[src/rtl/dsm_pkg.sv]
package dsm_pkg;

  // Level-source select encoding
  typedef enum logic [1:0] {
    CAL_CODE  = 2'b00,
    CAL_GND   = 2'b01,
    CAL_SUP   = 2'b10,
    CAL_CODE2 = 2'b11
  } cal_sel_e;

endpackage

[src/rtl/dsm_reset_sync.sv]
module dsm_reset_sync #(
  parameter int STAGES = 2
) (
  input  logic clk_i,
  input  logic rst_n_i,
  output logic rst_n_o
);

  logic [STAGES-1:0] chain_q;
  logic [STAGES-1:0] chain_d;

  always_comb begin
    chain_d = {chain_q[STAGES-2:0], 1'b1};
  end

  always_ff @(posedge clk_i or negedge rst_n_i) begin
    if (!rst_n_i) chain_q <= '0;
    else          chain_q <= chain_d;
  end

  assign rst_n_o = chain_q[STAGES-1];

endmodule

[src/rtl/dsm_level_map.sv]
// Compresses a code into the 1/8 .. 7/8 density window: OFFSET + floor(3*c/4).
module dsm_level_map #(
  parameter int CODE_W = 8
) (
  input  logic [CODE_W-1:0] code_i,
  output logic [CODE_W-1:0] level_o
);

  localparam int FULL   = 1 << CODE_W;
  localparam int OFFSET = FULL / 8;

  logic [CODE_W+1:0] triple;
  logic [CODE_W-1:0] scaled;

  always_comb begin
    triple  = {2'b00, code_i} + {1'b0, code_i, 1'b0};
    scaled  = triple[CODE_W+1:2];
    level_o = scaled + CODE_W'(OFFSET);
  end

endmodule

[src/rtl/dsm_cal_mux.sv]
module dsm_cal_mux #(
  parameter int CODE_W = 8
) (
  input  logic [CODE_W-1:0] level_i,
  input  logic [1:0]        cal_i,
  output logic [CODE_W-1:0] level_o
);
  import dsm_pkg::*;

  localparam int FULL      = 1 << CODE_W;
  localparam int GND_LEVEL = FULL / 8;
  localparam int SUP_LEVEL = FULL - GND_LEVEL;

  cal_sel_e sel;

  always_comb begin
    sel = cal_sel_e'(cal_i);
    case (sel)
      CAL_GND: level_o = CODE_W'(GND_LEVEL);
      CAL_SUP: level_o = CODE_W'(SUP_LEVEL);
      default: level_o = level_i;
    endcase
  end

endmodule

[src/rtl/dsm_accum.sv]
// First-order error accumulator: the carry out is the density bit.
module dsm_accum #(
  parameter int CODE_W    = 8,
  parameter int RESET_ACC = 128
) (
  input  logic              clk_i,
  input  logic              rst_n_i,
  input  logic              en_i,
  input  logic [CODE_W-1:0] level_i,
  output logic              bit_o
);

  logic [CODE_W-1:0] acc_q, acc_d;
  logic              bit_q, bit_d;
  logic [CODE_W:0]   sum;

  always_comb begin
    sum = {1'b0, acc_q} + {1'b0, level_i};
    if (en_i) begin
      acc_d = sum[CODE_W-1:0];
      bit_d = sum[CODE_W];
    end else begin
      acc_d = '0;
      bit_d = 1'b0;
    end
  end

  always_ff @(posedge clk_i or negedge rst_n_i) begin
    if (!rst_n_i) begin
      acc_q <= CODE_W'(RESET_ACC);
      bit_q <= 1'b0;
    end else begin
      acc_q <= acc_d;
      bit_q <= bit_d;
    end
  end

  assign bit_o = bit_q;

endmodule

[src/rtl/dsm_modulator.sv]
module dsm_modulator #(
  parameter int CODE_W      = 8,
  parameter int SYNC_STAGES = 2
) (
  input  logic              clk_i,
  input  logic              rst_n_i,
  input  logic              en_i,
  input  logic [CODE_W-1:0] code_i,
  input  logic [1:0]        cal_sel_i,
  output logic              bit_o
);

  localparam int FULL      = 1 << CODE_W;
  localparam int RESET_ACC = FULL / 2;

  logic              core_rst_n;
  logic [CODE_W-1:0] mapped_level;
  logic [CODE_W-1:0] chosen_level;

  dsm_reset_sync #(.STAGES(SYNC_STAGES)) u_rst_sync (
    .clk_i   (clk_i),
    .rst_n_i (rst_n_i),
    .rst_n_o (core_rst_n)
  );

  dsm_level_map #(.CODE_W(CODE_W)) u_map (
    .code_i  (code_i),
    .level_o (mapped_level)
  );

  dsm_cal_mux #(.CODE_W(CODE_W)) u_cal (
    .level_i (mapped_level),
    .cal_i   (cal_sel_i),
    .level_o (chosen_level)
  );

  dsm_accum #(.CODE_W(CODE_W), .RESET_ACC(RESET_ACC)) u_acc (
    .clk_i   (clk_i),
    .rst_n_i (core_rst_n),
    .en_i    (en_i),
    .level_i (chosen_level),
    .bit_o   (bit_o)
  );

endmodule

[config.mk]
export PLATFORM = sky130hd
export DESIGN_NAME = dsm_modulator
export DESIGN_NICKNAME = d
export VERILOG_FILES = /design/src/rtl/dsm_pkg.sv /design/src/rtl/dsm_reset_sync.sv /design/src/rtl/dsm_level_map.sv /design/src/rtl/dsm_cal_mux.sv /design/src/rtl/dsm_accum.sv /design/src/rtl/dsm_modulator.sv
export SDC_FILE = /design/constraint.sdc
export NUM_CORES = 1
export LEC_CHECK = 0
export BUFFER_PORTS_ARGS = -buffer_cell sky130_fd_sc_hd__buf_2
export CORE_ASPECT_RATIO = 2
export CORE_MARGIN = 2
export CORE_UTILIZATION = 40
export CTS_CLUSTER_SIZE = 24
export DETAILED_ROUTE_END_ITERATION = 7
export MAX_ROUTING_LAYER = met4
export PLACE_DENSITY_LB_ADDON = 0.25
export SYNTH_ARGS = -nofsm -noshare
export SYNTH_HDL_FRONTEND = slang
export SYNTH_SLANG_ARGS = --single-unit
[constraint.sdc]
create_clock -name clk_i -period 1.35 [get_ports clk_i]
set_clock_uncertainty 0.2 [all_clocks]
set_input_delay 0 -clock clk_i [delete_from_list [all_inputs] [get_ports clk_i]]
set_output_delay 0 -clock clk_i [all_outputs]
set_load 0.02 [all_outputs]
==> metrics, run 1 <==
status finished with violations; violations in the final reports hold timing, setup timing; PD cells 1380 mW/mm²; number of nets with antenna violations after detailed routing 0; leading cell types in the layout, fill and taps excluded sky130_fd_sc_hd__buf_4, sky130_fd_sc_hd__buf_2, sky130_fd_sc_hd__ha_1, sky130_fd_sc_hd__dfrtp_1, sky130_fd_sc_hd__buf_6; Final Critical Period approximately 2600 ps; fin worst setup slack -1270 ps; Num CTS Buffers 3; CP cell instances buf_6 -> and2_4 -> fa_2 -> buf_4 -> buf_6 -> buf_6 -> buf_6 -> xor2_2 -> and2_4 -> buf_6 -> fa_2 -> a211oi_4 -> o21a_1 -> o21ai_2 -> o211a_1; Max Freq around 380 MHz; count of nets after finishing about 210; category of the most critical setup path input pin to register; arrival time at the worst endpoint about 2500 ps; Syn Inst Count 116; layout cells sized above 1 between 50% and 60%; total standard cell area after synthesis 0.00108 mm²; share of the clock period used by the worst path after layout 194%; number of synthesized register bits 11; Sw Ratio a little under two fifths; aggregate global-route resource usage between 20% and 30%; number of nets in the synthesized netlist ~150; area overhead of the layout relative to synthesis 67.6%; overall overflow remaining after global route 0; final hold vios 8; via count of the first global-routing pass between 1000 and 1500; HPWL after detailed placement 2150 µm; router iterations before antenna repair 4; number of placement rows 26; wire length of the first global-routing pass between 4000 and 5000 µm; share of the yosys chip area belonging to registers 25.5%; cell repeated most along the worst path sky130_fd_sc_hd__buf_6; CP Capture Type register; delay-heaviest family, CP compound AO/OA/AOI/OAI gates; async set or reset register ratio after synthesis 100%; CP peak stage delay around 380 ps; post-synth cell types just over 40; clock slew at reported path FFs 50 ps; count of buffering cells on the critical path with inverters included 6; data required time of the critical path roughly 1300 ps; internal portion of total power 0.00156 W; sequential share of power 20.0%; full die area 0.00317 mm²; leakage dissipation 0.888 nW; via total after detailed routing 1102; unrepaired setup endpoints after global routing yes; largest net degree at the start of global routing 10; Avg Cell Area, Syn just over 9 µm²; Psw between 0.0009 and 0.001 W; weighted congestion reported at the end of routability-driven placement 0.780; total power of the final layout 0.00251 W; final wirelength ~3000 µm; post-place instance area about 0.0015 mm²; tightest hold margin -30.6 ps; average wire per cell in the routed design 15.2 µm; count of synthesis-stage warnings from yosys 0; leading cell type in the layout, fill and taps excluded sky130_fd_sc_hd__buf_4; input/output buffers 13; power share of the clock group 13.2%; vias per cell roughly 5.4; total I/O pin count 14; Core Footprint 0.00257 mm²; CP max-delay cell sky130_fd_sc_hd__fa_2; y dimension of the die 77.6 µm; initial core utilization ~42%; Worst-Skew Late Latency 240 ps; final-report max-slew violation count 0; class of the tightest hold or removal check register to asynchronous set/reset pin; fraction of power consumed by combinational cells around 67%; clock tree from TritonCTS done; utilization after layout a little over two thirds; Die X-Extent a little over 40 µm; residual DRC count 0; root buffer cell sky130_fd_sc_hd__clkbuf_8; maximum count of clock buffers along a single path 2; number of enable-type register cells in the synthesized netlist 0; number of DRC markers after the initial detailed-route iteration 19; Max VDD drop 1.19 mV; final setup violation count 8; H-Tree Depth 1; MaxCap Viol Count 0; sinks on the clock net 11; critical path launch point type input pin; design area roughly 0.0018 mm²; antenna diode count 0; Crit Path Max Fanout 3; antenna violations before repair 0; post-synth top area cell sky130_fd_sc_hd__dfrtp_1; Yosys top cell area share 23.1%; leading register cell type out of synthesis sky130_fd_sc_hd__dfrtp_1; ranking of synthesized cells by area sky130_fd_sc_hd__dfrtp_1, sky130_fd_sc_hd__ha_1, sky130_fd_sc_hd__and2_1
## cell usage after synthesis, types with 2 or more instances
| library cell | count |
|---|---|
| sky130_fd_sc_hd__nand3_1 | 2 |
| sky130_fd_sc_hd__fa_1 | 2 |
| sky130_fd_sc_hd__a211oi_1 | 5 |
| sky130_fd_sc_hd__xor2_1 | 3 |
| sky130_fd_sc_hd__xnor2_1 | 2 |
| sky130_fd_sc_hd__o21ai_0 | 6 |
| sky130_fd_sc_hd__nand2b_1 | 2 |
| sky130_fd_sc_hd__dfrtp_1 | 10 |
| sky130_fd_sc_hd__nand2_1 | 4 |
| sky130_fd_sc_hd__and2_1 | 7 |
| sky130_fd_sc_hd__nor2_1 | 8 |
| sky130_fd_sc_hd__a21o_1 | 4 |
| sky130_fd_sc_hd__and3_1 | 2 |
| sky130_fd_sc_hd__a21oi_1 | 5 |
| sky130_fd_sc_hd__a31oi_1 | 2 |
| sky130_fd_sc_hd__ha_1 | 17 |
| sky130_fd_sc_hd__inv_1 | 8 |
| sky130_fd_sc_hd__mux2i_1 | 4 |
## cells by family after synthesis
group | count (synthesis) | share of synthesized area (%)
other cells | 1 | 0.346
simple gates | 31 | 15.0
xor+xnor | 5 | 4.04
fa+ha+maj | 19 | 23.3
mux | 4 | 3.69
compound gates | 35 | 24.3
buf+inv | 10 | 3.81
flops | 11 | 25.5
## per-layer routing
| metal | global-route usage [%] | routed length (µm) |
|---|---|---|
| met1 | 18.0 | 1020 |
| met2 | 41.7 | 1900 |
| met3 | 0.571 | 58 |
| met4 | 11.3 | 104 |
| met5 | - | 0 |
## worst reg2reg max path, stage by stage, from the launching register on
cell	delay [ps]
sky130_fd_sc_hd__dfrtp_1	390
sky130_fd_sc_hd__ha_4	170
sky130_fd_sc_hd__fa_2	400
sky130_fd_sc_hd__a211oi_4	300
sky130_fd_sc_hd__o21a_1	240
sky130_fd_sc_hd__o21ai_2	80
sky130_fd_sc_hd__o211a_1	110
## final cells by class
cell class / count / area, µm²
fillers: 188 / 752
clock buffers: 3 / 41.3
clock inverters: 1 / 5.00
flip-flops and latches: 11 / 277
well taps: 28 / 35.0
multi-input cells: 95 / 978
repair buffers: 57 / 449
inverters: 8 / 32.5
## what timing repair did
action / in CTS / in global routing
pin swaps: 22 / 11
hold buffers: 3 / 0
setup endpoints to repair: 9 / 8
setup buffers: 7 / 5
endpoints found under the hold margin: 18 / 0
gates resized for setup: 24 / 14
## worst paths after layout
kind,cells past startpoint,startpoint,slack [ps],endpoint
worst max-delay path,15,code_i[0],-1270,u_acc.bit_o
worst min-delay path,0,u_rst_sync.chain_q[1],-30,u_acc.acc_q[1]
worst max register to register,6,u_acc.acc_q[0],-660,u_acc.bit_o
worst min register to register,0,u_rst_sync.chain_q[1],-30,u_acc.acc_q[1]
max in group asynchronous,3,rst_n_i,400,u_rst_sync.chain_q[1]
min in group clk_i,0,u_rst_sync.chain_q[0],150,u_rst_sync.chain_q[1]
## per-stage QoR
step,worst slack (ps),TNS (ps),std cells
after global routing,-1360,-9170,203
after detailed placement,-1610,-9760,186
final,-1270,-8590,203
after global placement,-1520,-9360,186
after floorplan,-1320,-6800,116
after CTS,-1240,-7820,199
## state kept, by name, indices dropped and copies added (netlist names)
register,flops
u_rst_sync.chain_q,2
u_acc.acc_q,8
u_acc.bit_o,1
## power by group through the flow
stage	Clock, W	Combinational (W)	Sequential, W
detailed placement	0	0.00122	0.000501
CTS	0.000342	0.00145	0.000503
floorplan	0	0.000805	0.000498
finish	0.000332	0.00167	0.000502
global route	0.000356	0.00183	0.000511
global placement	0	0.00118	0.000498
(Power assumes the default switching activity.)
==> run 2: changes to the inputs <==
- clock period: 1.35 -> 3.05 ns (I/O delays scaled with it)
==> metrics, run 2 (same netlist as run 1, synthesis figures left out) <==
vias per cell approximately 5.7; post-place instance area approximately 0.0012 mm²; sinks on the clock net 11; Num CTS Buffers 3; number of placement rows 26; delay-heaviest family, CP compound AO/OA/AOI/OAI gates; number of nets with antenna violations after detailed routing 0; root buffer cell sky130_fd_sc_hd__clkbuf_8; data required time of the critical path 3020 ps; router iterations before antenna repair 4; antenna diode count 0; CP cell instances buf_2 -> and2_1 -> fa_1 -> a21o_1 -> a221oi_2 -> xor2_1 -> ha_1 -> a21o_1 -> ha_1 -> o21ai_0 -> nor2_1 -> a2bb2oi_2 -> mux2i_1; area overhead of the layout relative to synthesis 20.2%; maximum count of clock buffers along a single path 2; CP max-delay cell sky130_fd_sc_hd__fa_1; y dimension of the die 77.6 µm; final setup violation count 0; category of the most critical setup path input pin to register; antenna violations before repair 0; final hold vios 0; residual DRC count 0; largest net degree at the start of global routing 11; weighted congestion reported at the end of routability-driven placement 0.871; fraction of power consumed by combinational cells between 50% and 60%; CP Launch Point code_i[1]; HPWL after detailed placement 1930 µm; Crit Path Max Fanout 4; final-report max-slew violation count 0; Max Freq 355 MHz; class of the tightest hold or removal check register to asynchronous set/reset pin; via count of the first global-routing pass between 900 and 1000; Final Critical Period ~2800 ps; CP Capture Type register; critical path launch point type input pin; aggregate global-route resource usage ~18%; average wire per cell in the routed design approximately 14 µm; leading cell type in the layout, fill and taps excluded sky130_fd_sc_hd__ha_1; initial core utilization between 40 and 50%; PD cells 582 mW/mm²; clock tree from TritonCTS done; Max VDD drop 0.270 mV; total I/O pin count 14; overall overflow remaining after global route 0; final wirelength around 2400 µm; CP peak stage delay 390 ps; number of DRC markers after the initial detailed-route iteration 25; Die X-Extent 40.8 µm; count of buffering cells on the critical path with inverters included 1; worst r2r src u_acc.acc_q[0]; clock slew at reported path FFs around 50 ps; design area 0.00130 mm²; sequential share of power roughly 28%; full die area 0.00317 mm²; internal portion of total power between 0.0004 and 0.0005 W; input/output buffers 13; Worst-Skew Late Latency 240 ps; arrival time at the worst endpoint roughly 2800 ps; Psw 0.000287 W; unrepaired setup endpoints after global routing no; Layout fillers 251; utilization after layout between 50% and 60%; Core Footprint 0.00257 mm²; Sw Ratio a little under two fifths; layout cells sized above 1 19.3%; wire length of the first global-routing pass between 3000 and 4000 µm; total power of the final layout between 0.0007 and 0.0008 W; leading cell types in the layout, fill and taps excluded sky130_fd_sc_hd__ha_1, sky130_fd_sc_hd__buf_2, sky130_fd_sc_hd__dfrtp_1; status complete, no violations; share of the clock period used by the worst path after layout 92.3%; via total after detailed routing 962; leakage dissipation just under 0.7 nW; H-Tree Depth 1; register with the most flip-flops u_acc.acc_q; power share of the clock group between 10% and 20%; MaxCap Viol Count 0; count of nets after finishing 173; flip-flop count of the largest register after layout 8
-- run 2: cell types whose count changed in the layout (fill, tap and decap cells not counted), sizes merged --
cell	delta
buf	-36
clkbuf	+1
clkinv	-1
dlygate4sd3	+1
-- run 2: per-layer routing --
metal / track usage (%) / wire, µm
met5: - / 0
met4: 12.0 / 117
met3: 2.00 / 66
met2: 31.1 / 1410
met1: 14.9 / 813
-- run 2: final timing paths --
path,end,slack (ps),cells past startpoint
max reg2reg,u_acc.bit_o,840,6
min reg2reg,u_acc.acc_q[7],60,0
max in group asynchronous,u_acc.acc_q[4],1740,1
min,u_acc.acc_q[7],60,0
max,u_acc.acc_q[7],230,13
min in group clk_i,u_rst_sync.chain_q[1],150,0
-- run 2: power by group through the flow --
stage	clock [W]	sequential, W	combinational [W]
2_1_floorplan	0	0.000212	0.000293
3_5_place_dp	0	0.000213	0.000378
3_3_place_gp	0	0.000211	0.000366
5_1_grt	0.000158	0.000213	0.000452
6_report	0.000148	0.000209	0.000402
4_1_cts	0.000151	0.000209	0.000387
-- run 2: timing repair --
item,CTS,global route
hold buffers,4,0
endpoints found under the hold margin,19,0
gates resized for setup,0,2
setup endpoints to repair,0,1
setup buffers,0,1
-- run 2: area by class of cell --
class	instances	area, µm²	share of cell area, %
Clock buffer	4	45.0	3.45
Inverter	8	30.0	2.30
Multi-Input combinational cell	95	774	59.4
Sequential cell	11	277	21.2
Tap cell	28	35.0	2.69
Timing Repair Buffer	22	143	10.9
-- run 2: worst reg2reg max path: stages (launching register included) --
cell                       delay, ps
sky130_fd_sc_hd__dfrtp_1         360
sky130_fd_sc_hd__ha_1            230
sky130_fd_sc_hd__fa_1            430
sky130_fd_sc_hd__a211oi_1        420
sky130_fd_sc_hd__o21a_1          230
sky130_fd_sc_hd__o21ai_0          90
sky130_fd_sc_hd__o211a_1         130
-- run 2: through the flow --
stage / setup TNS (ps) / instances / setup slack, ps / hold slack (ps)
final: 0 / 168 / 235 / 56.3
after global routing: 0 / 168 / 17.4 / 52.7
after CTS: 0 / 167 / 172 / 58.4
after detailed placement: -70.0 / 159 / -70.0 / -413
after global placement: 0 / 159 / 32.9 / -415
after floorplan: 0 / 116 / 287 / -496
